[config.mk]
export PLATFORM = sky130hd
export DESIGN_NAME = fcrx_buffer
export DESIGN_NICKNAME = d
export VERILOG_FILES = /design/src/rtl/fcrx_pkg.sv /design/src/rtl/fcrx_store.sv /design/src/rtl/fcrx_wr_ctrl.sv /design/src/rtl/fcrx_rd_ctrl.sv /design/src/rtl/fcrx_buffer.sv
export SDC_FILE = /design/constraint.sdc
export NUM_CORES = 1
export LEC_CHECK = 0
export BUFFER_PORTS_ARGS = -buffer_cell sky130_fd_sc_hd__buf_2
export CORE_MARGIN = 4
export CORE_UTILIZATION = 51
export CTS_BUF_LIST = sky130_fd_sc_hd__clkbuf_4 sky130_fd_sc_hd__clkbuf_8 sky130_fd_sc_hd__clkbuf_16
export DETAILED_ROUTE_END_ITERATION = 8
export PLACE_DENSITY = 0.67
export SETUP_SLACK_MARGIN = 0.05
export SYNTH_ARGS = -nofsm -noshare
export SYNTH_HDL_FRONTEND = slang
export SYNTH_SLANG_ARGS = --single-unit
[constraint.sdc]
create_clock -name clk -period 6.5 [get_ports clk]
set_input_delay 1.3 -clock clk [delete_from_list [all_inputs] [get_ports clk]]
set_output_delay 1.3 -clock clk [all_outputs]
set_load 0.1 [all_outputs]
[src/rtl/fcrx_pkg.sv]
package fcrx_pkg;

    localparam int WORD_W    = 32;
    localparam int BURST_MAX = 16;
    localparam int LEN_W     = $clog2(BURST_MAX);

    typedef logic [WORD_W-1:0] word_t;

    localparam word_t IDLE_WORD = 32'h0000_FFFF;

    typedef struct packed {
        logic  valid;
        logic  sof;
        logic  eof;
        logic  err;
        word_t data;
    } wr_beat_t;

    typedef struct packed {
        logic  valid;
        word_t data;
    } rd_beat_t;

    // Value to return on a read beat: stored word if one is committed
    function automatic word_t beat_word(input logic have, input word_t stored);
        return have ? stored : IDLE_WORD;
    endfunction

endpackage

[src/rtl/fcrx_store.sv]
module fcrx_store
    import fcrx_pkg::*;
#(
    parameter int DEPTH = 32,
    localparam int AW   = $clog2(DEPTH)
) (
    input  logic          clk,
    input  logic          we,
    input  logic [AW-1:0] waddr,
    input  word_t         wdata,
    input  logic [AW-1:0] raddr,
    output word_t         rdata
);

    word_t cells [DEPTH];

    always_ff @(posedge clk) begin
        if (we) begin
            cells[waddr] <= wdata;
        end
    end

    assign rdata = cells[raddr];

endmodule

[src/rtl/fcrx_wr_ctrl.sv]
module fcrx_wr_ctrl
    import fcrx_pkg::*;
#(
    parameter int DEPTH = 32,
    localparam int AW   = $clog2(DEPTH),
    localparam int PW   = AW + 1
) (
    input  logic          clk,
    input  logic          rst,
    input  wr_beat_t      beat,
    input  logic [PW-1:0] rd_ptr,
    output logic          mem_we,
    output logic [AW-1:0] mem_waddr,
    output word_t         mem_wdata,
    output logic [PW-1:0] wp_commit,
    output logic [PW-1:0] wp_spec,
    output logic          commit_fire
);

    localparam logic [PW-1:0] DEPTH_P = PW'(DEPTH);
    localparam logic [PW-1:0] ONE_P   = PW'(1);

    logic          in_frame;
    logic          frame_bad;
    logic [PW-1:0] base;
    logic [PW-1:0] used;
    logic [PW-1:0] nxt;
    logic          room;
    logic          active;
    logic          bad_now;

    always_comb begin
        base    = beat.sof ? wp_commit : wp_spec;
        used    = base - rd_ptr;
        room    = used < DEPTH_P;
        active  = beat.valid && (in_frame || beat.sof);
        bad_now = (!beat.sof && frame_bad) || beat.err || !room;
        nxt     = room ? base + ONE_P : base;
    end

    assign mem_we      = active && room;
    assign mem_waddr   = base[AW-1:0];
    assign mem_wdata   = beat.data;
    assign commit_fire = active && beat.eof && !bad_now;

    always_ff @(posedge clk) begin
        if (rst) begin
            in_frame  <= 1'b0;
            frame_bad <= 1'b0;
            wp_commit <= '0;
            wp_spec   <= '0;
        end else if (active) begin
            if (beat.eof) begin
                in_frame  <= 1'b0;
                frame_bad <= 1'b0;
                if (bad_now) begin
                    wp_spec <= wp_commit;
                end else begin
                    wp_commit <= nxt;
                    wp_spec   <= nxt;
                end
            end else begin
                in_frame  <= 1'b1;
                frame_bad <= bad_now;
                wp_spec   <= nxt;
            end
        end
    end

    // speculative region never reaches past the free space
    p_spec_within_depth_r5: assert property (@(posedge clk) disable iff (rst)
        (wp_spec - rd_ptr) <= DEPTH_P);

    // a discarded frame leaves the committed pointer where it was
    p_reject_keeps_commit_r4: assert property (@(posedge clk) disable iff (rst)
        (active && beat.eof && bad_now) |=> (wp_commit == $past(wp_commit) && wp_spec == wp_commit));

endmodule

[src/rtl/fcrx_rd_ctrl.sv]
module fcrx_rd_ctrl
    import fcrx_pkg::*;
#(
    parameter int DEPTH = 32,
    localparam int AW   = $clog2(DEPTH),
    localparam int PW   = AW + 1
) (
    input  logic             clk,
    input  logic             rst,
    input  logic             req,
    input  logic [LEN_W-1:0] len_m1,
    input  logic [PW-1:0]    commit_cnt,
    input  word_t            mem_rdata,
    output logic [PW-1:0]    rd_ptr,
    output rd_beat_t         out,
    output logic             busy
);

    localparam logic [LEN_W:0] ONE_L = (LEN_W+1)'(1);
    localparam logic [PW-1:0]  ONE_P = PW'(1);

    logic [LEN_W:0] beats_left;
    logic           beat_go;
    logic           have;

    assign beat_go = beats_left != '0;
    assign have    = commit_cnt != '0;
    assign busy    = beat_go;

    always_ff @(posedge clk) begin
        if (rst) begin
            beats_left <= '0;
            rd_ptr     <= '0;
            out        <= '0;
        end else begin
            out.valid <= beat_go;
            if (beat_go) begin
                out.data   <= beat_word(have, mem_rdata);
                beats_left <= beats_left - ONE_L;
                if (have) begin
                    rd_ptr <= rd_ptr + ONE_P;
                end
            end else if (req) begin
                beats_left <= {1'b0, len_m1} + ONE_L;
            end
        end
    end

    // a beat issued with nothing committed yields the idle word
    p_idle_on_empty_r7: assert property (@(posedge clk) disable iff (rst)
        (beat_go && !have) |=> (out.valid && out.data == IDLE_WORD));

    // the read pointer moves only over committed words
    p_ptr_needs_commit_r3: assert property (@(posedge clk) disable iff (rst)
        (rd_ptr != $past(rd_ptr)) |-> ($past(commit_cnt) != '0));

    // a new request is not taken while a burst runs
    p_busy_blocks_req_r6: assert property (@(posedge clk) disable iff (rst)
        (beat_go && req) |=> (beats_left == $past(beats_left) - ONE_L));

endmodule

[src/rtl/fcrx_buffer.sv]
module fcrx_buffer
    import fcrx_pkg::*;
#(
    parameter int DEPTH     = 32,
    parameter int LIMIT_RST = 24,
    localparam int AW       = $clog2(DEPTH),
    localparam int PW       = AW + 1
) (
    input  logic             clk,
    input  logic             rst,
    input  logic             wr_valid,
    input  logic [31:0]      wr_data,
    input  logic             wr_sof,
    input  logic             wr_eof,
    input  logic             wr_err,
    input  logic             rd_req,
    input  logic [LEN_W-1:0] rd_len_m1,
    output logic             rd_valid,
    output logic [31:0]      rd_data,
    output logic             rd_busy,
    input  logic             cfg_we,
    input  logic [PW-1:0]    cfg_limit,
    output logic             not_empty,
    output logic             above_limit,
    output logic             fc_pause
);

    wr_beat_t      wbeat;
    rd_beat_t      rbeat;
    logic          mem_we;
    logic [AW-1:0] mem_waddr;
    word_t         mem_wdata;
    word_t         mem_rdata;
    logic [PW-1:0] wp_commit;
    logic [PW-1:0] wp_spec;
    logic [PW-1:0] rd_ptr;
    logic [PW-1:0] commit_cnt;
    logic [PW-1:0] limit_q;
    logic          commit_fire;

    assign wbeat = '{valid: wr_valid, sof: wr_sof, eof: wr_eof, err: wr_err, data: wr_data};

    fcrx_wr_ctrl #(.DEPTH(DEPTH)) u_wr (
        .clk         (clk),
        .rst         (rst),
        .beat        (wbeat),
        .rd_ptr      (rd_ptr),
        .mem_we      (mem_we),
        .mem_waddr   (mem_waddr),
        .mem_wdata   (mem_wdata),
        .wp_commit   (wp_commit),
        .wp_spec     (wp_spec),
        .commit_fire (commit_fire)
    );

    fcrx_store #(.DEPTH(DEPTH)) u_store (
        .clk   (clk),
        .we    (mem_we),
        .waddr (mem_waddr),
        .wdata (mem_wdata),
        .raddr (rd_ptr[AW-1:0]),
        .rdata (mem_rdata)
    );

    assign commit_cnt = wp_commit - rd_ptr;

    fcrx_rd_ctrl #(.DEPTH(DEPTH)) u_rd (
        .clk        (clk),
        .rst        (rst),
        .req        (rd_req),
        .len_m1     (rd_len_m1),
        .commit_cnt (commit_cnt),
        .mem_rdata  (mem_rdata),
        .rd_ptr     (rd_ptr),
        .out        (rbeat),
        .busy       (rd_busy)
    );

    assign rd_valid = rbeat.valid;
    assign rd_data  = rbeat.data;

    always_ff @(posedge clk) begin
        if (rst) begin
            limit_q <= PW'(LIMIT_RST);
        end else if (cfg_we) begin
            limit_q <= cfg_limit;
        end
    end

    assign not_empty   = commit_cnt != '0;
    assign above_limit = commit_cnt > limit_q;
    assign fc_pause    = above_limit;

    // not_empty can only rise right after a clean commit
    p_rise_after_commit_r2: assert property (@(posedge clk) disable iff (rst)
        $rose(not_empty) |-> $past(commit_fire));

    // committed words never exceed the store
    p_commit_bound_r5: assert property (@(posedge clk) disable iff (rst)
        commit_cnt <= PW'(DEPTH));

    // with no read beat, not_empty cannot drop
    p_hold_without_read_r8: assert property (@(posedge clk) disable iff (rst)
        ($past(not_empty) && !$past(rd_busy)) |-> not_empty);

endmodule

======== Word level (Yosys, flattened, before mapping) ========
Memories as Yosys holds them, arrays and structs flattened. A register that Yosys moved wholly into a read port is not among the register bits.
Cells that the tools add are included.
word-level totals
  flip-flop bits (word level) ............. 64
  RAM bits ................................ 1024
  bits of input ports ..................... 50
  output and inout port bits .............. 37
  logic and storage cells ................. 44
  memories ................................ 1
operators by class
  $add $sub $neg .......................... 6
  $lt $le $gt $ge ......................... 2
  muxes and demuxes ....................... 13
  reductions and logical operators ........ 13
memory list
  name           depth  width  read ports  clocked after memory_dff  wr ports  line              text
  u_store.cells  32     32     1           1                         1         fcrx_store.sv:15  word_t cells [DEPTH];
operators by type and width
  kind                   count
  $mux W32               1
  $mux W6                4
  $mux W5                4
  $add A6 B1 Y6 const B  2
  $sub A6 B6 Y6          2
  $gt A6 B6 Y1           1
  $lt A6 B6 Y1 const B   1
  $reduce_bool A6 Y1     1
  $add A4 B1 Y5 const B  1
  $reduce_bool A5 Y1     1
  $sub A5 B1 Y5 const B  1
  $mux W1                4
  $reduce_and A2 Y1      2
  $logic_and A1 B1 Y1    3
  $logic_or A1 B1 Y1     3
  $logic_not A1 Y1       2
  $reduce_bool A2 Y1     1

======== Longest topological paths before layout ========
  depth in word-level cells ............... 7
  gate-level depth with buffers ........... 13
  mapped depth without buffers ............ 12

======== Hierarchy ========
Synthesis repeated with hierarchy kept, for this count alone.
second synthesis, totals
  cells, all modules ...................... 2683
  area, all modules ....................... 43700.7 µm²
by module, submodules not included
  module        times used  cells an instance  area each (µm²)
  fcrx_store    1           2228               39844.5
  fcrx_rd_ctrl  1           214                1810.5
  fcrx_wr_ctrl  1           160                1415.1
  fcrx_buffer   1           81                 630.6

======== Worst setup path after synthesis ========
Ideal clock, no wire load.
  path kind ............................... flip-flop to output port
  start point ............................. register u_rd.rd_ptr[0]
  end point ............................... output fc_pause
  arrival time ............................ 4078 ps
  data required time ...................... 5200 ps
  path slack .............................. 1122 ps
  stages on the path, launching flop included .. 13
  cell sequence ........................... dfxtp_1 ha_1 inv_1 fa_1 a21o_1 a21oi_1 xnor2_1 ha_1 o21ai_0 nand2b_1 a21oi_1 a31oi_1 buf_4
between the ends
  longest elaborated chain between the ends .. 2
RTL lines
  item                      line                text
  start: declaration        fcrx_rd_ctrl.sv:14  output logic [PW-1:0] rd_ptr,
  start signal: assignment  fcrx_rd_ctrl.sv:41  rd_ptr <= rd_ptr + ONE_P;
  $sub A6 B6 Y6             fcrx_buffer.sv:65   assign commit_cnt = wp_commit - rd_ptr;
  $gt A6 B6 Y1              fcrx_buffer.sv:91   assign above_limit = commit_cnt > limit_q;
  end: declaration          fcrx_buffer.sv:25   output logic fc_pause
No other way between the ends.

======== Worst setup path in the final report ========
Same ends and word-level chain as after synthesis.

==> flow_summary_export.csv <==
group,metric,value,unit
status,status,"finished clean",
power,ir_drop,0.430,mV
drt,drt-initial-drc-count,2135,
timing,period_minus_slack,4870,ps
timing,setup-tns-final,0,ps
min_path,worstHoldStart,"u_rd.out[25]$_SDFFE_PP0N_",
logic_synthesis,synth_commonest_cells,"edfxtp_1 (1024), mux4_2 (320), nor2_1 (71)",
clocking,clk_pin_slew,60,ps
logic_synthesis,synth-seq-area-share,76.2,%
setup_path,slowest_stage,"dfxtp_1",
placement,io_buffers,86,
clocking,clock-sinks,1093,
min_path,min_path_cells,2,
setup_path,critical_path_class,"flop to output port",
placement,numPlacedInstances,3012,
drt,first_pass_iters,5,
global_route,grt.overflow.total,0,
logic_synthesis,yosys.area.top_type,"edfxtp_1",
drt,routed-wl-met2,45400,um
clocking,cts-root-buf,"clkbuf_16",
finish,area_delta_synth_final,13.3,%
placement,dp_hpwl,58200,um
timing,finClkSkew,30.0,ps
setup_path,crit_path_cell_trace,"ha_1, inv_1, fa_1, a21o_1, a21oi_1, xnor2_1, ha_1, o21ai_0, nand2b_1, a21oi_1, a31oi_1, buf_2",
finish,final_nets,2126,
logic_synthesis,syn_area_per_cell,22.4,um^2
global_route,grt_pass1_wl,140000,um
setup_path,rrSetupSlack,2300,ps
drt,via_count,19800,
min_path,holdPathEnd,"u_rd.out[25]$_SDFFE_PP0N_",
placement,gp_congestion,0.824,
clocking,ctsHtreeMaxLevel,3,
setup_path,cp-start-kind,"flop",
logic_synthesis,synth_ff_type,"edfxtp_1",
logic_synthesis,yosys_warnings,0,
logic_synthesis,ys_ff_latch,1093,
drt,drc,0,
finish,stdcell_count,3212,
setup_path,slowest_delay,490,ps
setup_path,cp_max_fo,7,
floorplanning,core_area,82000,um^2
logic_synthesis,synthCells,1883,
min_path,worstHoldPathType,"flop to flop",
setup_path,r2r-start,"u_wr.wp_commit[3]$_SDFFE_PP0P_",
logic_synthesis,synth_edf_count,1024,
clocking,cts_buffers,109,
timing,rsz0062_at_grt,"false",
clocking,ctsResizeCount,0,
timing,setup_viol,0,
timing,relSlewSlack,27.7,%
floorplanning,num_rows,105,
drt,wire_per_inst,29.7,um
finish,final_layout_size_suffix_gt1_share,32.5,%
setup_path,r2r.worst_path.cells,11,
drt,totalWireLength,95400,um
clocking,worstSkewPairLatency,670,ps
logic_synthesis,synthTopCellsByArea,"edfxtp_1 (73%), mux4_2 (17%), dfxtp_1 (3.3%)",
power,leakagePower,14.8,nW
logic_synthesis,syn-num-nets,1956,
logic_synthesis,yosysMostFrequentCell,"edfxtp_1",
clocking,cts_setup_buffers,0,
timing,clock.fmax,0.205,GHz
global_route,grt_pass1_vias,20100,
drt,dr.max_layer_used,"met5",
global_route,antenna_found_initial,5,
logic_synthesis,synth_area,42200,um^2
timing,worst_pin_slew,1080,ps
drt,met1_length,40100,um
timing,final_hold_viol_count,0,
drt,wl_met3,7890,um
floorplanning,die_h,296,um
drt,ant_nets,0,
floorplanning,die-area,87300,um^2
drt,via_per_inst,6.17,
timing,fin_crit_sh,75.0,%
clocking,cts_tree,"done",
floorplanning,ioPinCount,87,
clocking,clock_path_buffers,3,
logic_synthesis,synthArstFlopShare,0,%
flow_run,cap_viol_max_count,0,
global_route,grt_max_degree,114,
setup_path,worstPathArrival,3570,ps
setup_path,reg2reg_to,"u_store.cells[27][29]$_DFFE_PP_",
global_route,track_usage,22.3,%
timing,maxSlewViolCount,0,
logic_synthesis,synth_top_cell_area_share,72.9,%
setup_path,required,5200,ps
setup_path,worstSetupEndpointType,"output port",
floorplanning,fp.dieW,296,um
floorplanning,start_util,51.4,%
clocking,cts_hold_buf,0,
logic_synthesis,synth_cell_type_count,57,
power,p_per_area,390,nW/um^2
worst max path at each step:
stage	slack, ps	end	depth (start not counted)	from
after global routing	1320	fc_pause	12	u_rd.rd_ptr[0]$_SDFFE_PP0P_
final	1630	fc_pause	12	u_rd.rd_ptr[0]$_SDFFE_PP0P_
after CTS	1550	fc_pause	12	u_rd.rd_ptr[0]$_SDFFE_PP0P_
after global placement	1160	u_store.cells[27][12]$_DFFE_PP_	12	wr_sof
after detailed placement	1050	u_store.cells[27][12]$_DFFE_PP_	12	wr_sof
after floorplan	1120	fc_pause	12	u_rd.rd_ptr[0]$_SDFFE_PP0P_
registers in the layout, summed over array words and instances (netlist names), named ones only:
signal	count
limit_q	6
u_rd.beats_left	5
u_rd.out	33
u_rd.rd_ptr	6
u_store.cells	1024
u_wr.frame_bad	1
u_wr.in_frame	1
u_wr.wp_commit	6
u_wr.wp_spec	6
per-layer routing:
| metal | up-vias | track usage [%] |
|---|---|---|
| met1 | 10600 | 32.8 |
| met3 | 109 | 5.02 |
| li1 | 8288 | - |
| met4 | 2 | 5.04 |
| met2 | 813 | 34.8 |
| met5 | - | 1.14 |
kinds of logic after synthesis:
logic type      share of synthesized area (%)
buf+inv                                  1.26
mux                                      18.2
simple gates                             1.79
fa+ha+maj                               0.700
compound gates                           1.53
flops                                    76.2
xor+xnor                                0.312
layout make-up:
| class | instances | area [um^2] |
|---|---|---|
| Timing Repair Buffer | 150 | 1040 |
| Tap cell | 1070 | 1340 |
| Clock inverter | 58 | 410 |
| Multi-Input combinational cell | 673 | 9750 |
| Inverter | 26 | 97.6 |
| Fill cell | 5856 | 34200 |
| Sequential cell | 1093 | 32100 |
| Clock buffer | 140 | 3000 |
| Antenna cell | 2 | 5.00 |
power by group:
part | internal (mW) | total [mW] | switching (mW)
logic | 1.82 | 4.67 | 2.85
registers | 7.86 | 8.05 | 0.191
clock network | 3.40 | 5.92 | 2.52
total | 13.1 | 18.6 | 5.56
metrics by stage:
step                      hold slack, ps  power, mW  area, um^2  utilization, %  worst slack, ps
after global placement               436       12.9       44400            54.1             1160
after floorplan                      460       11.6       42200               -             1120
after detailed placement             438       12.9       44400            54.1             1050
after CTS                            453       18.8       47800            58.3             1550
final                                446       18.6       47800            58.3             1630
after global routing                 479       19.4       47800            58.3             1320
worst max-delay path, delay by kind of cell, from the launching register on:
family,cells,cell delay [ps]
adders and majority gates,3,970
AOI/OAI and AO/OA,5,690
buffers and inverters,2,530
DFF,1,490
xor gates and xnor gates,1,150
and+or+nand+nor,1,80
cells in the final DEF (no fill, tap or decap), types with 5 or more instances in the layout:
cell type  synthesis  final
ha_1              22     22
nand3_1           17     17
buf_2             27     86
dfxtp_1           69     64
xor2_1             6      6
o22ai_1           16     16
nor2_1            71     38
edfxtp_1        1024   1024
buf_4              3     54
clkbuf_4           0     29
a21oi_1           21     21
clkbuf_16          0    111
buf_12             0     10
nor2_4             0     32
o21a_1             6      6
clkinv_1           0     37
nand2_1           52     52
a31oi_1            7      7
xnor2_1            9      9
mux2_2            18     18
inv_1             26     26
mux2i_1           26     26
nor3_1             5      5
clkinv_2           0      9
mux4_2           320    320
o21ai_0           20     20
nand4_1            5      5
Note: power is estimated with default switching activity, not from simulation.
